**src/rtl/psu_supervisor.sv**
```systemverilog
module psu_supervisor #(
  parameter int SENSE_W     = 10,
  parameter int DUTY_W      = 8,
  parameter int DELAY_TICKS = 100,
  parameter int RETRY_MAX   = 2,
  parameter logic [SENSE_W-1:0] UVLO_TH = 10'd200,
  parameter logic [SENSE_W-1:0] TEMP_HI = 10'd600,
  parameter logic [SENSE_W-1:0] TEMP_LO = 10'd500,
  parameter logic [SENSE_W-1:0] OC_TH   = 10'd700,
  parameter logic [DUTY_W-1:0]  TARGET0 = 8'd40,
  parameter logic [DUTY_W-1:0]  TARGET1 = 8'd60,
  parameter logic [DUTY_W-1:0]  TARGET2 = 8'd80,
  parameter logic [DUTY_W-1:0]  TARGET3 = 8'd100
) (
  input  logic               clk,
  input  logic               rst_n,
  input  logic               tick,
  input  logic               shdn_n,
  input  logic [1:0]         vsel,
  input  logic [SENSE_W-1:0] vin,
  input  logic [SENSE_W-1:0] vout,
  input  logic [SENSE_W-1:0] iout,
  input  logic [SENSE_W-1:0] temp,
  output logic [DUTY_W-1:0]  duty,
  output logic               drv_en,
  output logic               pgood,
  output logic               alarm,
  output logic               fault
);

  localparam int CW = $clog2(DELAY_TICKS + 1) < 1 ? 1 : $clog2(DELAY_TICKS + 1);
  localparam int RW = $clog2(RETRY_MAX + 1) < 1 ? 1 : $clog2(RETRY_MAX + 1);

  typedef enum logic [2:0] {
    ST_OFF   = 3'd0,
    ST_WAIT  = 3'd1,
    ST_RAMP  = 3'd2,
    ST_RUN   = 3'd3,
    ST_WARN  = 3'd4,
    ST_LATCH = 3'd5
  } st_t;

  st_t              st, st_nx;
  logic [DUTY_W-1:0] duty_q, duty_nx, tgt;
  logic [CW-1:0]     cnt_q, cnt_nx;
  logic [RW-1:0]     retry_q, retry_nx;
  logic [SENSE_W-1:0] half_tgt;

  always_comb begin
    case (vsel)
      2'd0:    tgt = TARGET0;
      2'd1:    tgt = TARGET1;
      2'd2:    tgt = TARGET2;
      default: tgt = TARGET3;
    endcase
  end

  assign half_tgt = SENSE_W'(tgt >> 1);

  wire uv_low  = vin < UVLO_TH;
  wire vin_ok  = vin > UVLO_TH;
  wire hot     = temp > TEMP_HI;
  wire cool    = temp < TEMP_LO;
  wire over_i  = iout > OC_TH;
  wire shorted = vout < half_tgt;

  always_comb begin
    st_nx    = st;
    duty_nx  = duty_q;
    cnt_nx   = cnt_q;
    retry_nx = retry_q;
    if (tick) begin
      case (st)
        ST_OFF: begin
          duty_nx = '0;
          if (!shdn_n) retry_nx = RW'(RETRY_MAX);
          else if (vin_ok) begin
            st_nx  = ST_WAIT;
            cnt_nx = CW'(DELAY_TICKS);
          end
        end
        ST_WAIT: begin
          if (cnt_q <= CW'(1)) st_nx = ST_RAMP;
          else cnt_nx = cnt_q - CW'(1);
        end
        ST_RAMP: begin
          if (duty_q == tgt)     st_nx = ST_RUN;
          else if (duty_q < tgt) duty_nx = duty_q + DUTY_W'(1);
          else                   duty_nx = duty_q - DUTY_W'(1);
        end
        ST_RUN, ST_WARN: begin
          if (st == ST_RUN) begin
            if (duty_q != tgt) st_nx = ST_RAMP;
            if (hot)           st_nx = ST_WARN;
          end else if (cool) begin
            st_nx = ST_RUN;
          end
          if (shorted) begin
            duty_nx = '0;
            if (retry_q != '0) begin
              st_nx    = ST_OFF;
              retry_nx = retry_q - RW'(1);
            end else begin
              st_nx = ST_LATCH;
            end
          end
        end
        ST_LATCH: begin
          duty_nx = '0;
          if (!shdn_n) st_nx = ST_OFF;
        end
        default: begin
          st_nx   = ST_OFF;
          duty_nx = '0;
        end
      endcase
      if (st != ST_OFF && st != ST_LATCH && (!shdn_n || uv_low)) begin
        st_nx    = ST_OFF;
        duty_nx  = '0;
        retry_nx = retry_q;
      end
    end
  end

  always_ff @(posedge clk or negedge rst_n) begin
    if (!rst_n) begin
      st      <= ST_OFF;
      duty_q  <= '0;
      cnt_q   <= '0;
      retry_q <= RW'(RETRY_MAX);
    end else begin
      st      <= st_nx;
      duty_q  <= duty_nx;
      cnt_q   <= cnt_nx;
      retry_q <= retry_nx;
    end
  end

  assign duty   = duty_q;
  assign drv_en = (st == ST_RAMP) || (st == ST_RUN) || (st == ST_WARN);
  assign pgood  = (st == ST_RUN) || (st == ST_WARN);
  assign alarm  = (st == ST_WARN) || ((st == ST_RUN) && over_i);
  assign fault  = (st == ST_LATCH);

  AST_NO_TICK_HOLD: assert property (@(posedge clk) disable iff (!rst_n)
    !tick |=> $stable(st) && $stable(duty_q) && $stable(retry_q));

  AST_RAMP_ONE_STEP: assert property (@(posedge clk) disable iff (!rst_n)
    (tick && st == ST_RAMP) |=> (duty_q == $past(duty_q)) || (duty_q == $past(duty_q) + DUTY_W'(1))
                               || (duty_q == $past(duty_q) - DUTY_W'(1)) || (duty_q == '0));

  AST_SHDN_FORCES_OFF: assert property (@(posedge clk) disable iff (!rst_n)
    (tick && !shdn_n) |=> (st == ST_OFF) && (duty_q == '0));

  AST_LATCH_STICKY: assert property (@(posedge clk) disable iff (!rst_n)
    (st == ST_LATCH && !(tick && !shdn_n)) |=> (st == ST_LATCH));

  AST_RETRY_REFILL_ONLY_OFF: assert property (@(posedge clk) disable iff (!rst_n)
    (retry_q > $past(retry_q)) |-> $past(st == ST_OFF && !shdn_n && tick));

  AST_LATCH_NEEDS_EMPTY: assert property (@(posedge clk) disable iff (!rst_n)
    $rose(fault) |-> ($past(retry_q) == '0));

  AST_WARN_DUTY_HELD: assert property (@(posedge clk) disable iff (!rst_n)
    (st == ST_WARN && $past(st == ST_WARN)) |-> $stable(duty_q));

endmodule

```
**config.mk**
```make
export PLATFORM = sky130hd
export DESIGN_NAME = psu_supervisor
export DESIGN_NICKNAME = d
export VERILOG_FILES = /design/src/rtl/psu_supervisor.sv
export SDC_FILE = /design/constraint.sdc
export NUM_CORES = 1
export LEC_CHECK = 0
export BUFFER_PORTS_ARGS = -buffer_cell sky130_fd_sc_hd__clkbuf_2
export CAP_MARGIN = 25
export CORE_MARGIN = 2
export CORE_UTILIZATION = 32
export CTS_CLUSTER_DIAMETER = 120
export DETAILED_ROUTE_END_ITERATION = 10
export PLACE_DENSITY_LB_ADDON = 0.05
export REMOVE_ABC_BUFFERS = 1
export SYNTH_ARGS = -nofsm -noshare
export SYNTH_HDL_FRONTEND = slang
export SYNTH_SLANG_ARGS = --single-unit
```
**constraint.sdc**
```tcl
create_clock -name clk -period 4.6 [get_ports clk]
set_input_delay 0.92 -clock clk [delete_from_list [all_inputs] [get_ports clk]]
set_output_delay 0.92 -clock clk [all_outputs]
set_load 0.01 [all_outputs]
```
After elaboration in Yosys (flattened, before gate mapping)
Cells that the tools add are included.

word-level totals
  memories kept = 0
  bits in latches = 0
  register bits = 20
  ROM bits = 0
  bits in writable memories = 0

operators by class
  multiply operators = 0
  magnitude comparators = 8
  div/mod/pow operators = 0
  bitwise gates (word level) = 1
  shifts and indexed selects = 0
  add/subtract/negate cells = 4
  muxes and demuxes = 27
  eq/ne operators = 26
  reduce and logical (&&, ||, !) cells = 20

operators by type and width
  cell                                                            count
  2-to-1 mux 3 bit                                                12
  2-to-1 mux 8 bit                                                4
  one-hot mux 8 bit (3 select lines)                              1
  2-to-1 mux 7 bit                                                3
  inequality test 3 bit, second input constant                    7
  one-hot mux 7 bit (3 select lines)                              1
  greater-than comparator 10 bit, second input constant           2
  one-hot mux 3 bit (5 select lines)                              1
  inequality test 2 bit, second input constant                    7
  one-hot mux 7 bit (2 select lines)                              1
  greater-than comparator 10 x 8 -> 1 bit, second input constant  1
  less-than comparator 10 x 7 -> 1 bit                            1
  less-than comparator 10 x 8 -> 1 bit, second input constant     1
  less-than comparator 10 x 9 -> 1 bit, second input constant     1
  adder 8 x 1 -> 8 bit, second input constant                     1
  == test 8 bit                                                   1
  less-than comparator 8 bit                                      1
  inequality test 8 bit                                           1
  AND reduction 8 bit                                             1
  subtractor 8 x 1 -> 8 bit, second input constant                1
  <= comparator 7 x 1 -> 1 bit, second input constant             1
  subtractor 7 x 1 -> 7 bit, second input constant                1
  == test 3 x 2 -> 1 bit, second input constant                   2
  == test 3 bit, second input constant                            2
  21 further kinds                                                31

Logic depth before layout (Yosys ltp)
  word-level depth = 9
  gate-level depth with buffers = 15
  depth with buffers taken out = 15

Worst setup path before layout
Ideal clock, no wire load.

  path type = in2reg
  start = input vsel[1]
  end = register duty_q[6], in the netlist duty[6]
  stages = 15
  library setup time = 65 ps
  data arrival time = 4179 ps
  data required time = 4535 ps
  setup slack = 356 ps
  cell sequence = inv_1 ha_1 inv_1 ha_1 and4b_1 o21a_1 a2111oi_2 inv_1 ha_1 nor2b_1 o21ai_0 a21oi_1 or4b_2 a31oi_1 mux2_2

between the ends
  longest elaborated chain between the ends = 7

RTL lines
  item                                         line  RTL
  from (decl)                                  19    input logic [1:0] vsel,
  == test 2 bit, or another cell as far along  50    case (vsel)
  one-hot mux 7 bit (3 select lines) (*)       50
  less-than comparator 8 bit                   88    else if (duty_q < tgt) duty_nx = duty_q + DUTY_W'(1);
  2-to-1 mux 8 bit                             88
  2-to-1 mux 8 bit                             87    if (duty_q == tgt) st_nx = ST_RUN;
  one-hot mux 8 bit (3 select lines)           73    case (st)
  2-to-1 mux 8 bit                             117   if (st != ST_OFF && st != ST_LATCH && (!shdn_n || uv_low)) begin
  to (signal assigned)                         133   duty_q <= duty_nx;
  to (decl)                                    44    logic [DUTY_W-1:0] duty_q, duty_nx, tgt;

Every way passes the cells marked *; elsewhere a longest branch is shown, timed or not. The select of a mux whose other input is x is not followed.
A chain may end at the register's enable or synchronous reset.

Final worst setup path
Same ends and word-level chain as after synthesis.

==> reports/metrics.yaml <==
setup_path:
  slowest_delay_ps: 610
  crit_path_end_kind: "flop"
  crit_buf_inv: 4
  crit_slowest_cell: "or4b_2"
  cp_cell_sequence: "clkbuf_2 > inv_1 > ha_1 > inv_1 > ha_1 > and4b_1 > o21a_1 > a2111oi_2 > inv_1 > ha_1 > nor2b_1 > o21ai_0 > a21oi_1 > or4b_2 > a31oi_1 > mux2_2"
  start_kind: "input port"
  cp.arrival_ps: 4310
  crit_family: "compound AO/OA/AOI/OAI gates"
  crit_required_ps: 4810
  worstSetupPathType: "input port to flop"
  cp_max_fo: 4
placed_design:
  pre_cts_slack_ps: 207
  io_buffers: 56
  placedCellCount: 367
  hpwl_um: 4050
  globalplace.congestion: 0.756
layout:
  drive_gt1_frac: 0.297
  mostFrequentLayoutCells: "56 x clkbuf_2, 23 x nor2_1, 22 x ha_1"
  final-instance-count-excl-fill: 371
  n_antenna_cell: 0
  fin_nets: 366
  mostFrequentLayoutCell: "clkbuf_2"
  area_growth_syn_to_layout_pct: 22.6
timing:
  fin_crit_ps: 4110
  min_period_over_period: 0.893
  relSlewSlack: 0.648
  hold_ws_ps: 530
  fin_worst_skew_ps: 2.07
  finalSetupTns_ps: 0
  worst_slew_pin_slew_ps: 520
  drv_slew: 0
  setup_viol_count_final: 0
  layout_setup_ws_ps: 493
  fmax_ghz: 0.243
  rsz0062_at_grt: "no"
  hold_viol: 0
synth:
  syn_inst: 235
  synth.ff_latch_count: 20
  synthSimpleGateAreaFrac: 0.240
  yosys_warnings: 0
  synth_area_per_cell_um2: 8.59
  syn_area_um2: 2020
  synth_xor_area_frac: 0.0304
  yosys.area_share.adder: 0.146
  synth-main-ff-cell: "dfrtp_1"
  synthTopCellsByArea: "dfrtp_1 24%, ha_1 14%, nor2_1 4.3%"
  synth.distinct_cells: 59
  yosysTopAreaCellShare: 0.235
  synth-compound-area-share: 0.222
  async_flop_share: 1.00
  yosysSeqAreaShare: 0.248
  synth_top_family_by_area: "simple AND/OR/NAND/NOR gates"
  synth_edf_count: 0
  yosysTopAreaCell: "dfrtp_1"
  synth_mux_area_frac: 0.0663
global_routing:
  grt_usage: 0.147
  grt_max_degree: 21
  antenna_found_initial: 0
  grt_pass1_wl_um: 8530
  grt.overflow.total: 0
  grt_pass1_vias: 1798
floorplan:
  die_h_um: 83.4
  initial_core_util: 0.335
  std_cell_rows: 28
  io-pin-count: 58
  core_area_um2: 6030
  die_area_um2: 6960
  die_w_um: 83.4
power:
  power.density_nw_per_um2: 321
  p_leak_nw: 1.21
  vdd_drop_max_v: 0.000187
  finalPower_mw: 0.795
routing:
  vias: 1917
  ant_nets: 0
  via_per_inst: 5.17
  drtIter0Drc: 47
  wl_um: 5030
  dr.pass1.iters: 4
  post-route-drc-count: 0
  avgRoutedWirePerCell_um: 13.6
cts:
  postCtsHoldBufs: 0
  cts_buffer_depth: 2
  clk_pin_slew_ps: 80
  htreeDepth: 1
  cts_tree: "yes"
  post-cts-setup-buffers: 0
  cts_buffers: 3
  cts_resized: 0
  root_buffer: "clkbuf_8"
  cts_sinks: 20
  clk_latency_ps: 260
job:
  cap_viol_max_count: 0
worst_hold_path:
  hold_class: "flop to flop"
status:
  status: "finished, final reports clean"
[worst reg2reg max path, stage by stage, from the launching register on]
cell,delay (ps)
dfrtp_1,430
ha_1,310
and4b_1,260
o21a_1,130
a2111oi_2,420
inv_1,110
ha_1,300
nor2b_1,140
o21ai_0,220
a21oi_1,120
or4b_2,610
a31oi_1,180
mux2_2,170
[registers in the layout, summed over array words and instances (netlist names)]
name and count:
duty 8, cnt_q 7, st 3, retry_q 2
[synth_stat cells (6+ instances only)]
library cell and n:
nor2_1 23, nor2b_1 6, nand2_1 19, o21ai_0 11, ha_1 22, nand4_1 7, inv_1 20, nor3_1 8
nand3_1 7, a21oi_1 8, dfrtp_1 19, mux2_2 7
[cells by family (layout without fill, tap and decap cells)]
logic type | Yosys count | after routing
simple gates | 93 | 93
compound gates | 55 | 55
buf+inv | 25 | 86
fa+ha+maj | 23 | 23
flops | 20 | 20
mux | 12 | 12
xor+xnor | 7 | 7
[layout make-up]
cell class              instances  area (um^2)
clock buffers                   4         55.1
fillers                       622         3550
multi-input cells             190         1420
well taps                      75         93.8
inverters                      20         75.1
repair buffers                 62          325
flip-flops and latches         20          502
[layer usage]
layer  track usage  vias to the layer above  part of all wire
met1         0.212                      878              0.51
met2         0.224                       45              0.43
met4        0.0411                        0             0.010
met5             0                        -                 0
li1              -                      990                 -
met3        0.0268                        4             0.049
[worst paths after layout]
path | from | end | slack (ps) | depth (start not counted)
setup / recovery | vsel[1] | duty[6] | 490 | 16
hold / removal | retry_q[0] | retry_q[0] | 530 | 1
setup reg to reg | duty[6] | duty[6] | 1140 | 12
hold reg to reg | retry_q[0] | retry_q[0] | 530 | 1
max in group asynchronous | rst_n | retry_q[1] | 3610 | 1
min in group asynchronous | rst_n | duty[3] | 620 | 1
[metrics by stage]
step           utilization  cell area [um^2]
2_1_floorplan            -              2000
3_3_place_gp         0.402              2420
3_5_place_dp         0.402              2420
4_1_cts              0.411              2470
5_1_grt              0.411              2470
6_report             0.411              2470
[where the power goes]
| group | total (mW) | internal [mW] | switching, mW |
|---|---|---|---|
| clock network | 0.142 | 0.0763 | 0.0658 |
| logic | 0.364 | 0.167 | 0.197 |
| registers | 0.288 | 0.218 | 0.0705 |
No activity file was read; power rests on OpenSTA's default activity.
